==> src/rtl/irq_pkg.sv <==
package irq_pkg;
  localparam int IRQ_N_EXT = 2;
  localparam int IRQ_N_SRC = 2 * IRQ_N_EXT + 1;
  localparam int IRQ_VEC_W = $clog2(IRQ_N_SRC);
  // service level bits: [1] high level active, [0] low level active
  localparam int SVC_HI = 1;
  localparam int SVC_LO = 0;
endpackage

==> src/rtl/irq_src_flags.sv <==
module irq_src_flags
  import irq_pkg::*;
#(
  parameter int N_EXT = IRQ_N_EXT,
  localparam int N_SRC = 2 * N_EXT + 1,
  localparam int VEC_W = $clog2(N_SRC)
) (
  input  logic             clk,
  input  logic             rst_n,
  input  logic [N_EXT-1:0] ext_n,
  input  logic [N_EXT-1:0] ext_edge_sel,
  input  logic [N_EXT-1:0] tmr_ovf,
  input  logic             ser_evt,
  input  logic             ser_clr,
  input  logic             ack_fire,
  input  logic [VEC_W-1:0] ack_vec,
  output logic [N_SRC-1:0] flags
);
  localparam int SER_IDX = N_SRC - 1;

  logic [N_EXT-1:0] pin_q, pin_qq;

  always_ff @(posedge clk or negedge rst_n) begin
    if (!rst_n) begin
      pin_q  <= '1;
      pin_qq <= '1;
    end else begin
      pin_q  <= ext_n;
      pin_qq <= pin_q;
    end
  end

  for (genvar i = 0; i < N_EXT; i++) begin : g_ext
    localparam int EI = 2 * i;
    localparam int TI = 2 * i + 1;
    logic fall_w, ack_ext_w, ack_tmr_w;
    logic edge_flag, tmr_flag;

    assign fall_w    = pin_qq[i] & ~pin_q[i];
    assign ack_ext_w = ack_fire && (ack_vec == VEC_W'(EI));
    assign ack_tmr_w = ack_fire && (ack_vec == VEC_W'(TI));

    always_ff @(posedge clk or negedge rst_n) begin
      if (!rst_n)                edge_flag <= 1'b0;
      else if (!ext_edge_sel[i]) edge_flag <= 1'b0;
      else if (fall_w)           edge_flag <= 1'b1;
      else if (ack_ext_w)        edge_flag <= 1'b0;
    end

    always_ff @(posedge clk or negedge rst_n) begin
      if (!rst_n)          tmr_flag <= 1'b0;
      else if (tmr_ovf[i]) tmr_flag <= 1'b1;
      else if (ack_tmr_w)  tmr_flag <= 1'b0;
    end

    assign flags[EI] = ext_edge_sel[i] ? edge_flag : ~pin_q[i];
    assign flags[TI] = tmr_flag;

    // acknowledge of a timer vector removes its flag
    p_tmr_clear_r3: assert property (@(posedge clk) disable iff (!rst_n)
      (ack_tmr_w && !tmr_ovf[i]) |=> !tmr_flag);
    // an edge flag persists until acknowledged
    p_edge_hold_r2: assert property (@(posedge clk) disable iff (!rst_n)
      (edge_flag && ext_edge_sel[i] && !ack_ext_w) |=> (edge_flag || !ext_edge_sel[i]));
  end

  logic ser_flag;
  always_ff @(posedge clk or negedge rst_n) begin
    if (!rst_n)       ser_flag <= 1'b0;
    else if (ser_evt) ser_flag <= 1'b1;
    else if (ser_clr) ser_flag <= 1'b0;
  end
  assign flags[SER_IDX] = ser_flag;

  // only the software clear removes the serial flag
  p_ser_hold_r5: assert property (@(posedge clk) disable iff (!rst_n)
    (ser_flag && !ser_clr) |=> ser_flag);
endmodule

==> src/rtl/irq_arbiter.sv <==
module irq_arbiter
  import irq_pkg::*;
#(
  parameter int N_SRC = IRQ_N_SRC,
  localparam int VEC_W = $clog2(N_SRC)
) (
  input  logic [N_SRC-1:0] flags,
  input  logic [N_SRC-1:0] src_en,
  input  logic [N_SRC-1:0] src_hi,
  input  logic             glb_en,
  input  logic [1:0]       svc,
  output logic             cand_valid,
  output logic             cand_hi,
  output logic [VEC_W-1:0] cand_vec
);
  // lowest set index of a mask
  function automatic logic [VEC_W-1:0] first_set(input logic [N_SRC-1:0] m);
    logic [VEC_W-1:0] r;
    r = '0;
    for (int k = N_SRC - 1; k >= 0; k--) begin
      if (m[k]) r = VEC_W'(k);
    end
    return r;
  endfunction

  logic [N_SRC-1:0] live_w, hi_set_w, lo_set_w;
  logic             hi_ok_w, lo_ok_w, take_hi_w, take_lo_w;

  assign live_w    = flags & src_en & {N_SRC{glb_en}};
  assign hi_set_w  = live_w & src_hi;
  assign lo_set_w  = live_w & ~src_hi;
  assign hi_ok_w   = !svc[SVC_HI];
  assign lo_ok_w   = (svc == 2'b00);
  assign take_hi_w = hi_ok_w && (|hi_set_w);
  assign take_lo_w = lo_ok_w && (|lo_set_w) && !take_hi_w;

  assign cand_valid = take_hi_w || take_lo_w;
  assign cand_hi    = take_hi_w;
  assign cand_vec   = take_hi_w ? first_set(hi_set_w) : first_set(lo_set_w);

  // a disabled controller offers nothing
  always_comb begin
    if (!glb_en) p_gate_r8: assert (!cand_valid);
  end
  // chosen source is enabled and pending
  always_comb begin
    if (cand_valid) p_cand_live_r9: assert (live_w[cand_vec]);
  end
endmodule

==> src/rtl/irq_svc_tracker.sv <==
module irq_svc_tracker
  import irq_pkg::*;
#(
  parameter int N_SRC = IRQ_N_SRC,
  localparam int VEC_W = $clog2(N_SRC)
) (
  input  logic             clk,
  input  logic             rst_n,
  input  logic             insn_done,
  input  logic             insn_is_reti,
  input  logic             insn_is_cfg_wr,
  input  logic             irq_ack,
  input  logic             cand_valid,
  input  logic             cand_hi,
  input  logic [VEC_W-1:0] cand_vec,
  output logic             req_q,
  output logic [VEC_W-1:0] vec_q,
  output logic [1:0]       svc_q,
  output logic             ack_fire
);
  logic accept_w, blocked_w, ret_w, lvl_q;
  logic [1:0] svc_nxt;

  assign blocked_w = insn_is_reti | insn_is_cfg_wr;
  assign accept_w  = insn_done && !blocked_w && !req_q && cand_valid;
  assign ack_fire  = irq_ack && req_q;
  assign ret_w     = insn_done && insn_is_reti;

  always_comb begin
    svc_nxt = svc_q;
    if (ret_w) begin
      if (svc_q[SVC_HI]) svc_nxt[SVC_HI] = 1'b0;
      else               svc_nxt[SVC_LO] = 1'b0;
    end
    if (ack_fire) begin
      if (lvl_q) svc_nxt[SVC_HI] = 1'b1;
      else       svc_nxt[SVC_LO] = 1'b1;
    end
  end

  always_ff @(posedge clk or negedge rst_n) begin
    if (!rst_n) begin
      req_q <= 1'b0;
      vec_q <= '0;
      lvl_q <= 1'b0;
      svc_q <= 2'b00;
    end else begin
      svc_q <= svc_nxt;
      if (accept_w) begin
        req_q <= 1'b1;
        vec_q <= cand_vec;
        lvl_q <= cand_hi;
      end else if (ack_fire) begin
        req_q <= 1'b0;
      end
    end
  end

  // a request appears only after a boundary strobe
  p_strobe_only_r6: assert property (@(posedge clk) disable iff (!rst_n)
    $rose(req_q) |-> $past(insn_done));
  // request and vector hold until acknowledged
  p_req_hold_r6: assert property (@(posedge clk) disable iff (!rst_n)
    (req_q && !irq_ack) |=> (req_q && $stable(vec_q)));
  // no acceptance at a return or settings-access boundary
  p_block_r7: assert property (@(posedge clk) disable iff (!rst_n)
    $rose(req_q) |-> !($past(insn_is_reti) || $past(insn_is_cfg_wr)));
  // nothing preempts a high-level handler
  p_no_preempt_hi_r10: assert property (@(posedge clk) disable iff (!rst_n)
    $rose(req_q) |-> !$past(svc_q[SVC_HI]));
  // a low-level request only when idle
  p_lo_idle_r10: assert property (@(posedge clk) disable iff (!rst_n)
    ($rose(req_q) && !lvl_q) |-> ($past(svc_q) == 2'b00));
endmodule

==> src/rtl/irq_prio_ctrl.sv <==
module irq_prio_ctrl
  import irq_pkg::*;
#(
  parameter int N_EXT = IRQ_N_EXT,
  localparam int N_SRC = 2 * N_EXT + 1,
  localparam int VEC_W = $clog2(N_SRC)
) (
  input  logic             clk,
  input  logic             rst_n,
  input  logic [N_EXT-1:0] ext_n,
  input  logic [N_EXT-1:0] ext_edge_sel,
  input  logic [N_EXT-1:0] tmr_ovf,
  input  logic             ser_evt,
  input  logic             ser_clr,
  input  logic             glb_en,
  input  logic [N_SRC-1:0] src_en,
  input  logic [N_SRC-1:0] src_hi,
  input  logic             insn_done,
  input  logic             insn_is_reti,
  input  logic             insn_is_cfg_wr,
  input  logic             irq_ack,
  output logic             irq_req,
  output logic [VEC_W-1:0] irq_vec,
  output logic [1:0]       svc_level
);
  logic [N_SRC-1:0] flags_w;
  logic             cand_valid_w, cand_hi_w, ack_fire_w;
  logic [VEC_W-1:0] cand_vec_w;

  irq_src_flags #(.N_EXT(N_EXT)) u_flags (
    .clk(clk), .rst_n(rst_n), .ext_n(ext_n), .ext_edge_sel(ext_edge_sel),
    .tmr_ovf(tmr_ovf), .ser_evt(ser_evt), .ser_clr(ser_clr),
    .ack_fire(ack_fire_w), .ack_vec(irq_vec), .flags(flags_w)
  );

  irq_arbiter #(.N_SRC(N_SRC)) u_arb (
    .flags(flags_w), .src_en(src_en), .src_hi(src_hi), .glb_en(glb_en),
    .svc(svc_level), .cand_valid(cand_valid_w), .cand_hi(cand_hi_w),
    .cand_vec(cand_vec_w)
  );

  irq_svc_tracker #(.N_SRC(N_SRC)) u_svc (
    .clk(clk), .rst_n(rst_n), .insn_done(insn_done),
    .insn_is_reti(insn_is_reti), .insn_is_cfg_wr(insn_is_cfg_wr),
    .irq_ack(irq_ack), .cand_valid(cand_valid_w), .cand_hi(cand_hi_w),
    .cand_vec(cand_vec_w), .req_q(irq_req), .vec_q(irq_vec),
    .svc_q(svc_level), .ack_fire(ack_fire_w)
  );

  // quiet right after reset release
  p_reset_quiet_r1: assert property (@(posedge clk) disable iff (!rst_n)
    $rose(rst_n) |-> (!irq_req && svc_level == 2'b00));
endmodule

==> config.mk <==
export PLATFORM = sky130hd
export DESIGN_NAME = irq_prio_ctrl
export DESIGN_NICKNAME = d
export VERILOG_FILES = /design/src/rtl/irq_pkg.sv /design/src/rtl/irq_src_flags.sv /design/src/rtl/irq_arbiter.sv /design/src/rtl/irq_svc_tracker.sv /design/src/rtl/irq_prio_ctrl.sv
export SDC_FILE = /design/constraint.sdc
export NUM_CORES = 1
export LEC_CHECK = 0
export ABC_AREA = 1
export CAP_MARGIN = 20
export CORE_MARGIN = 2
export CORE_UTILIZATION = 54
export DETAILED_ROUTE_END_ITERATION = 8
export DONT_BUFFER_PORTS = 1
export PLACE_DENSITY_LB_ADDON = 0.12
export SYNTH_ARGS = -nofsm -noshare
export SYNTH_HDL_FRONTEND = slang
export SYNTH_SLANG_ARGS = --single-unit
==> constraint.sdc <==
create_clock -name clk -period 1.4 [get_ports clk]
set_input_delay 0 -clock clk [delete_from_list [all_inputs] [get_ports clk]]
set_output_delay 0 -clock clk [all_outputs]
set_load 0.02 [all_outputs]
# After elaboration in Yosys (flattened, before gate mapping)
# Index checks and enable logic that the tools add are counted.
# word_totals
ff_bits,16
out_inout_bits,6
input_bits,25
elab_cells,83
# op_classes
n_reduce_logical,25
bitwise_logic,10
eq_ne,5
muxes,32
# ops
operator,n
$mux 3,11
$and 5x5->5,4
$mux 1,19
$logic_and 1x1->1,12
$reduce_or 5->1,2
$reduce_bool 2->1,4
$eq 3x2->1 const B,2
$ne 3x1->1 const B,2
$not 5->5,1
$logic_not 1->1,4
$mux 2,2
$eq 3x1->1 const B,1
$logic_not 3->1,1
$and 1x1->1,2
$logic_not 2->1,1
$not 1->1,2
$logic_or 1x1->1,1
$or 1x1->1,1

# Depth between registers and ports, before layout
# Gate-level depths: netlist of run 1.
# depth
depth_word,12
depth_mapped,11
ltp_nobuf,11

# Hierarchy
# From an unflattened synthesis of run 1, not the netlist that was laid out.
# unflattened
hier_cells,129
area_unflattened_um2,930.9
# by_module_without_submodules
mod,area_each_um2,cells_each,seq_area_each_um2,n_inst
irq_src_flags,397.9,45,230.2,1
irq_svc_tracker,311.5,34,175.2,1
irq_arbiter,221.5,50,0.0,1

# Least setup slack after synthesis of run 1
# Ideal clock, no wire load.
# synth_path
path_kind,reg2reg
startpoint,register u_flags.pin_q[1]
endpoint,register u_svc.req_q
setup_time_ns,0.121
arrival_ns,1.226
setup_slack_ns,0.053
n_path_buf,0
t_required_ns,1.279
stages_incl_launch_ff,10
period_less_slack_ns,1.347
cell_sequence,dfstp_2 -> o21ai_0 -> nand3_1 -> nand2_2 -> nor2_2 -> nand2_4 -> nand2_4 -> nand2_4 -> nand2_4 -> o21ai_1
# synth_between
elab_chain_len,12
word_cells_on_any_way,16
cone_classes,mux (2); bitwise (5); reduce/logical (9)
# synth_lines
element,line,source
from (decl),irq_src_flags.sv:21,"logic [N_EXT-1:0] pin_q, pin_qq;"
from (signal assigned),irq_src_flags.sv:28,pin_q <= ext_n;
$not 1->1 (*),irq_src_flags.sv:56,assign flags[EI] = ext_edge_sel[i] ? edge_flag : ~pin_q[i];
$mux 1 (*),irq_src_flags.sv:56,
$and 5x5->5 (*) (2 in series),irq_arbiter.sv:29,assign live_w = flags & src_en & {N_SRC{glb_en}};
$and 5x5->5,irq_arbiter.sv:30,assign hi_set_w = live_w & src_hi;
$reduce_or 5->1,irq_arbiter.sv:34,assign take_hi_w = hi_ok_w && (|hi_set_w);
$logic_and 1x1->1,irq_arbiter.sv:34,
$logic_not 1->1,irq_arbiter.sv:35,assign take_lo_w = lo_ok_w && (|lo_set_w) && !take_hi_w;
$logic_and 1x1->1,irq_arbiter.sv:35,
$logic_or 1x1->1 (*),irq_arbiter.sv:37,assign cand_valid = take_hi_w || take_lo_w;
$logic_and 1x1->1 (*),irq_svc_tracker.sv:25,assign accept_w = insn_done && !blocked_w && !req_q && cand_valid;
$mux 1 / $reduce_bool 2->1 (equally long branches),n/a,
to (signal assigned),irq_svc_tracker.sv:43,req_q <= 1'b0;
to (signal assigned),irq_svc_tracker.sv:50,req_q <= 1'b1;
to (signal assigned),irq_svc_tracker.sv:54,req_q <= 1'b0;
to (decl),irq_svc_tracker.sv:16,"output logic req_q,"
# Every way passes the cells marked *; elsewhere a longest branch is shown, timed or not.
# A chain may end at the register's enable or synchronous reset.

# Worst setup path in the final report of run 1
# layout_path
startpoint,register u_flags.pin_q[0]
endpoint,register u_svc.vec_q[1]
# layout_between
elab_chain_len,11
word_cells_on_any_way,17
cone_classes,mux (4); bitwise (5); reduce/logical (8)
# layout_lines
element,line,source
$not 1->1 (*),irq_src_flags.sv:56,
$mux 1 (*),irq_src_flags.sv:56,
$and 5x5->5 (*) (2 in series),irq_arbiter.sv:29,
$and 5x5->5,irq_arbiter.sv:30,
$reduce_or 5->1,irq_arbiter.sv:34,
$logic_and 1x1->1,irq_arbiter.sv:34,
$logic_not 1->1,irq_arbiter.sv:35,
$logic_and 1x1->1,irq_arbiter.sv:35,
$logic_or 1x1->1,irq_arbiter.sv:37,
$logic_and 1x1->1,irq_svc_tracker.sv:25,
to (signal assigned),irq_svc_tracker.sv:51,vec_q <= cand_vec;
to (decl),irq_svc_tracker.sv:17,"output logic [VEC_W-1:0] vec_q,"
# Marks and branches as above.

==> impl_metrics.yaml, run 1 <==
cts:
  cts_tree: "done"
  clk_pin_slew_ps: 90
  htreeDepth: 1
  cts_sinks: 16
  clock_path_buffers: 2
  cts_buffers: 3
  clock_latency_ps: 280
  root_buffer: "clkbuf_4"
finish:
  drive_above_1_share_pct: 28.57
  diodes: 0
  area_growth_pct: 34.41
  seq_area_sq_um: 405.4
  multi_input_area_sq_um: 486.7
  nets: 159
  fillCellCount: 106
  fin_area_sq_um: 1197
synthesis:
  synth_top_family_by_area: "simple AND/OR/NAND/NOR gates"
  synth_mux_area_share_pct: 0
  synth_adder_area_share_pct: 0
  avgSynthCellArea_sq_um: 8.249
  synth-simple-area-share_pct: 37.92
  ys_ff_latch: 16
  synth_cell_type_count: 23
  syn_inst: 108
  syn_area_sq_um: 890.9
  syn_nets: 133
  yosysSeqAreaShare_pct: 45.51
  synth_xor_area_share_pct: 0
  yosys_warnings: 0
  synth_compound_area_share_pct: 10.25
sta:
  setup_tns_ps: 0
  worst_slack_ps: 3.476
  period_needed_ps: 1397
  slew_violations: 0
  worst_slew_margin_rel_pct: 54.58
  clock_skew_ps: 2.506
  period_share_pct: 99.75
  setup_viol: 0
  rsz0062_at_grt: "yes"
  max_freq_mhz: 716.1
  hold_violations: 0
  tightestPinTransition_ps: 679.0
pwr:
  total_power_mw: 1.171
  power.leakage_nw: 0.5677
  p_per_area_nw_per_um2: 977.7
  vdd_drop_max_mv: 0.9218
routing:
  vias: 816
  finalWirelength_um: 2122
  via_per_inst: 5.477
  initialDrtViolationCount: 8
  wl_per_cell_um: 14.24
  drtAntennaViolNets: 0
  drcViolationCount: 0
  drt-pass1-iter-count: 6
place:
  port_buffers: 0
  dpl-instance-area_sq_um: 955.9
  dpl_worst_slack_ps: -76.90
  hpwlAfterDp_um: 1453
  finalWeightedCongestion: 0.8028
setup_path:
  arrival_ps: 1620
  crit_path_end_kind: "flip-flop"
  crit_required_ps: 1620
  start_kind: "flip-flop"
  path_class: "flip-flop to flip-flop"
  crit_fanout: 2
floorplan:
  rows: 14
  ioPinCount: 31
  die_w_um: 44.62
  die_y_um: 44.62
  initial_core_util_pct: 58.46
  dieArea_sq_um: 1991
  core_sq_um: 1524
run:
  max_cap_viol_count: 0
run_status:
  outcome: "complete, no violations"
global_route:
  grt_remaining_overflow: 0
  grt_usage_pct: 22.30
  grt_pass1_vias: 816
  antenna_found_initial: 0
  grt_max_degree: 17
  grt_pass1_wl_um: 3215
min_path:
  hp-class: "primary input to flip-flop"
-- timing repair --
action	4_1_cts	5_1_grt
setup buffers	1	0
gates resized for setup	6	11
endpoints found under the hold margin	30	0
pin swaps	6	9
endpoints found under the setup margin	5	5
hold buffers	14	0
-- path summary, 6_finish.rpt --
check | start | end | slack (ps) | cells after the start
hold reg to reg | u_flags.pin_q[1] | u_flags.pin_qq[1] | 500 | 1
max in group asynchronous | rst_n | u_flags.g_ext[1].edge_flag | 770 | 1
hold / removal | insn_done | u_svc.vec_q[1] | 10 | 3
min in group asynchronous | rst_n | u_svc.vec_q[0] | 200 | 1
setup reg to reg | u_flags.pin_q[0] | u_svc.vec_q[1] | 3 | 9
setup / recovery | u_flags.pin_q[0] | u_svc.vec_q[1] | 3 | 9
-- cells by family after synthesis --
logic type	count (synthesis)
simple gates	62
flops	16
compound gates	15
buf+inv	15
-- worst max-delay path: stages, from the launching register on --
cell     delay (ps)
dfstp_2         570
o21ai_4          70
nand3_2          80
nand2_2          70
buf_4           140
a21oi_2         130
nand2_1          70
nand2_1          70
nand3_2          70
nand2_1          80
-- cells in the mapped netlist --
library cell | n | area [sq um]
nor2_1 | 5 | 18.77
nand4_1 | 4 | 25.02
dfrtp_1 | 12 | 300.3
nand3_2 | 2 | 20.02
a32o_1 | 1 | 10.01
o22ai_1 | 1 | 6.260
inv_1 | 15 | 56.30
nand3_1 | 7 | 35.03
o21bai_1 | 1 | 7.510
nor2_2 | 2 | 12.51
a21boi_0 | 1 | 7.510
a21o_1 | 2 | 15.01
nor4b_4 | 1 | 23.77
nand3b_1 | 2 | 15.01
o21ai_1 | 2 | 10.01
nor3b_1 | 1 | 7.510
a21oi_1 | 2 | 10.01
o21ai_0 | 5 | 25.02
nand2_2 | 1 | 6.260
nand2_1 | 31 | 116.4
nand2_4 | 4 | 45.04
dfstp_2 | 4 | 105.1
nor4_1 | 2 | 12.51
-- report_power, final --
group          leakage [nW]  internal, mW  switching, mW
logic                 0.357         0.121          0.157
registers             0.190         0.520         0.0819
clock network        0.0210         0.158          0.132
total                 0.568         0.799          0.371
-- flip-flops by register name (all words and copies together) (netlist names) --
| signal | count |
|---|---|
| u_svc.req_q | 1 |
| u_flags.pin_qq | 2 |
| u_flags.pin_q | 2 |
| u_svc.lvl_q | 1 |
| u_flags.g_ext.tmr_flag | 2 |
| u_flags.ser_flag | 1 |
| u_svc.vec_q | 3 |
| u_flags.g_ext.edge_flag | 2 |
| u_svc.svc_q | 2 |
-- through the flow --
stage / cells / util (%) / hold WS (ps)
after floorplan: 108 / - / -295.6
after global routing: 149 / 78.57 / 19.95
after global placement: 130 / 62.73 / -295.3
after detailed placement: 130 / 62.73 / -295.3
after CTS: 149 / 75.94 / 9.184
final: 149 / 78.57 / 9.805
-- layout by cell type, fill, tap and decap left out --
cell	synthesis	final
a21o_1	2	2
dfrtp_1	12	12
inv_1	15	15
o22ai_1	1	1
dfstp_2	4	4
nand3_1	7	4
clkbuf_4	0	3
a21boi_2	0	1
nor3b_1	1	1
o21ai_4	0	1
nor4_1	2	2
nand2_1	31	27
dlygate4sd3_1	0	14
nand3_2	2	5
o21ai_2	0	1
o21ai_1	2	1
nor2_2	2	3
nand2_4	4	4
o21ai_0	5	4
clkbuf_8	0	1
nor4b_4	1	1
nand4_1	4	4
o21bai_1	1	1
buf_4	0	7
a21oi_1	2	1
nor2_4	0	1
nand2_2	1	5
a21oi_2	0	1
nor2_1	5	3
nand3b_1	2	2
a32o_1	1	1
-- layer usage --
layer  vias to the layer above  track usage (%)  part of all wire, %
li1                        407                -                    -
met1                       384            27.66                   42
met4                         0            10.30                 0.99
met2                        21            36.81                   52
met5                         -                0                    0
met3                         4            4.898                  4.6
-- area by class of cell --
type	instances	share of cell area (%)
Timing Repair Buffer	21	16.09
Tap cell	16	1.672
Clock buffer	4	3.030
Sequential cell	16	33.86
Multi-Input combinational cell	77	40.65
Inverter	15	4.702
Power figures use the tool's default switching activity.
==> inputs of run 2 (changes only) <==
- PLACE_DENSITY: unset -> 0.76
- PLACE_DENSITY_LB_ADDON: 0.12 -> unset
==> impl_metrics.yaml, run 2 (synthesized netlist as in run 1, its figures left out) <==
finish:
  final_cell_mix: "27 x nand2_1, 15 x inv_1, 14 x dlygate4sd3_1, 12 x dfrtp_1, 8 x buf_4"
  largest_reg_flops: 3
  final_common_cell: "nand2_1"
  largest_register: "u_svc.vec_q"
  diodes: 0
  area_growth_pct: 33.29
  instances_no_fill: 150
  drive_above_1_share_pct: 26.87
  nets: 160
pwr:
  vdd_drop_max_mv: 0.7664
  power.leakage_nw: 0.5658
  p_per_area_nw_per_um2: 966.9
cts:
  cts_tree: "done"
  cts_buffers: 3
  clk_pin_slew_ps: 90
  root_buffer: "clkbuf_4"
  htreeDepth: 1
  clock_latency_ps: 280
  clock_path_buffers: 2
  cts_sinks: 16
routing:
  initialDrtViolationCount: 16
  vias: 859
  finalWirelength_um: 2268
  drt-pass1-iter-count: 4
  drcViolationCount: 0
  drtAntennaViolNets: 0
  wl_per_cell_um: 15.12
  via_per_inst: 5.727
sta:
  worst_slack_ps: -29.37
  hold_violations: 0
  tightestPinTransition_ps: 693.5
  period_needed_ps: 1429
  slew_violations: 0
  period_share_pct: 102.1
  clock_skew_ps: 7.093
  worst_slew_margin_rel_pct: 53.61
  max_freq_mhz: 699.6
  setup_viol: 5
  setup_tns_ps: -90.22
  rsz0062_at_grt: "yes"
setup_path:
  crit_fanout: 2
  arrival_ps: 1660
  path_class: "flip-flop to flip-flop"
  r2r_cells: 8
  cpPeakStageDelay_ps: 380
  crit_path_end_kind: "flip-flop"
  crit_path_frequent_cell: "nand2_1"
  start_kind: "flip-flop"
  crit_required_ps: 1630
  slowest_stage: "dfstp_2"
  cp_cell_sequence: "o21ai_2, nand3b_1, buf_4, a21oi_1, nand2_2, nand2_1, nand3_2, nand2_1"
run_status:
  outcome: "finished with violations"
  violations: "setup timing"
floorplan:
  initial_core_util_pct: 58.46
  die_y_um: 44.62
  rows: 14
  dieArea_sq_um: 1991
  core_sq_um: 1524
  ioPinCount: 31
  die_w_um: 44.62
min_path:
  hp-class: "primary input to flip-flop"
  hold_path_depth: 5
place:
  finalWeightedCongestion: 0.7776
  port_buffers: 0
  dp.cells: 130
  hpwlAfterDp_um: 1451
global_route:
  grt_max_degree: 17
  antenna_found_initial: 0
  grt_remaining_overflow: 0
  grt_pass1_wl_um: 3222
  grt_pass1_vias: 810
  grt_usage_pct: 22.35
run:
  max_cap_viol_count: 0
==> run 2: cell types whose count changed in the layout (fill, tap and decap cells not counted) <==
cell | previous run | this run
a21boi_1 | 0 | 1
a21boi_2 | 1 | 0
a21oi_1 | 1 | 2
a21oi_2 | 1 | 0
buf_4 | 7 | 8
clkbuf_1 | 0 | 1
clkbuf_8 | 1 | 0
==> run 2: repair_timing <==
item / 4_1_cts / 5_1_grt
endpoints found under the setup margin: 5 / 6
resized for setup: 8 / 7
pin swaps: 7 / 13
hold buffers: 14 / 0
hold endpoints to repair: 30 / 0
setup buffers: 0 / 2
==> run 2: path summary, 6_finish.rpt <==
| kind | startpoint | to | slack [ps] |
|---|---|---|---|
| setup / recovery | u_flags.pin_q[1] | u_svc.vec_q[1] | -30 |
| hold / removal | src_hi[4] | u_svc.vec_q[2] | 40 |
| setup reg to reg | u_flags.pin_q[1] | u_svc.vec_q[1] | -30 |
| hold reg to reg | u_flags.pin_q[1] | u_flags.pin_qq[1] | 500 |
| max in group asynchronous | rst_n | u_flags.g_ext[1].edge_flag | 760 |
| min in group asynchronous | rst_n | u_svc.vec_q[1] | 190 |
==> run 2: metal layers <==
| layer | vias up | share of wire (%) | GRT usage [%] |
|---|---|---|---|
| li1 | 407 | - | - |
| met2 | 45 | 50 | 36.52 |
| met4 | 0 | 3.4 | 12.73 |
| met3 | 10 | 6.6 | 3.265 |
| met1 | 397 | 40 | 28.04 |
| met5 | - | 0 | 0 |
==> run 2: area by class of cell <==
class,instances,area (sq um)
sequential,16,405.4
inverter,15,56.30
fill,110,336.6
multi-input combinational,77,479.2
clock buffer,4,26.28
timing repair buffer,22,200.2
tap,16,20.02
==> run 2: worst max-delay path, delay by kind of cell (launching register included) <==
| family | cells | cell delay (ps) |
|---|---|---|
| flops | 1 | 380 |
| buf+inv | 1 | 160 |
| simple gates | 5 | 450 |
| compound gates | 2 | 390 |
==> run 2: report_power, final <==
group | internal, mW | leakage [nW] | switching (mW) | total, mW
registers | 0.521 | 0.190 | 0.0830 | 0.604
logic | 0.125 | 0.361 | 0.172 | 0.296
clock network | 0.111 | 0.0150 | 0.138 | 0.248
==> run 2: metrics by stage <==
stage	util [%]	hold WS, ps	cell area, sq um	power, mW	setup slack [ps]
2_1_floorplan	-	-295.6	890.9	0.7564	53.20
3_3_place_gp	62.73	-295.3	955.9	0.8158	-37.38
3_5_place_dp	62.73	-295.2	955.9	0.8233	-79.88
4_1_cts	75.45	37.59	1150	1.119	4.502
5_1_grt	77.91	68.50	1187	1.197	-86.91
6_report	77.91	39.70	1187	1.148	-29.37
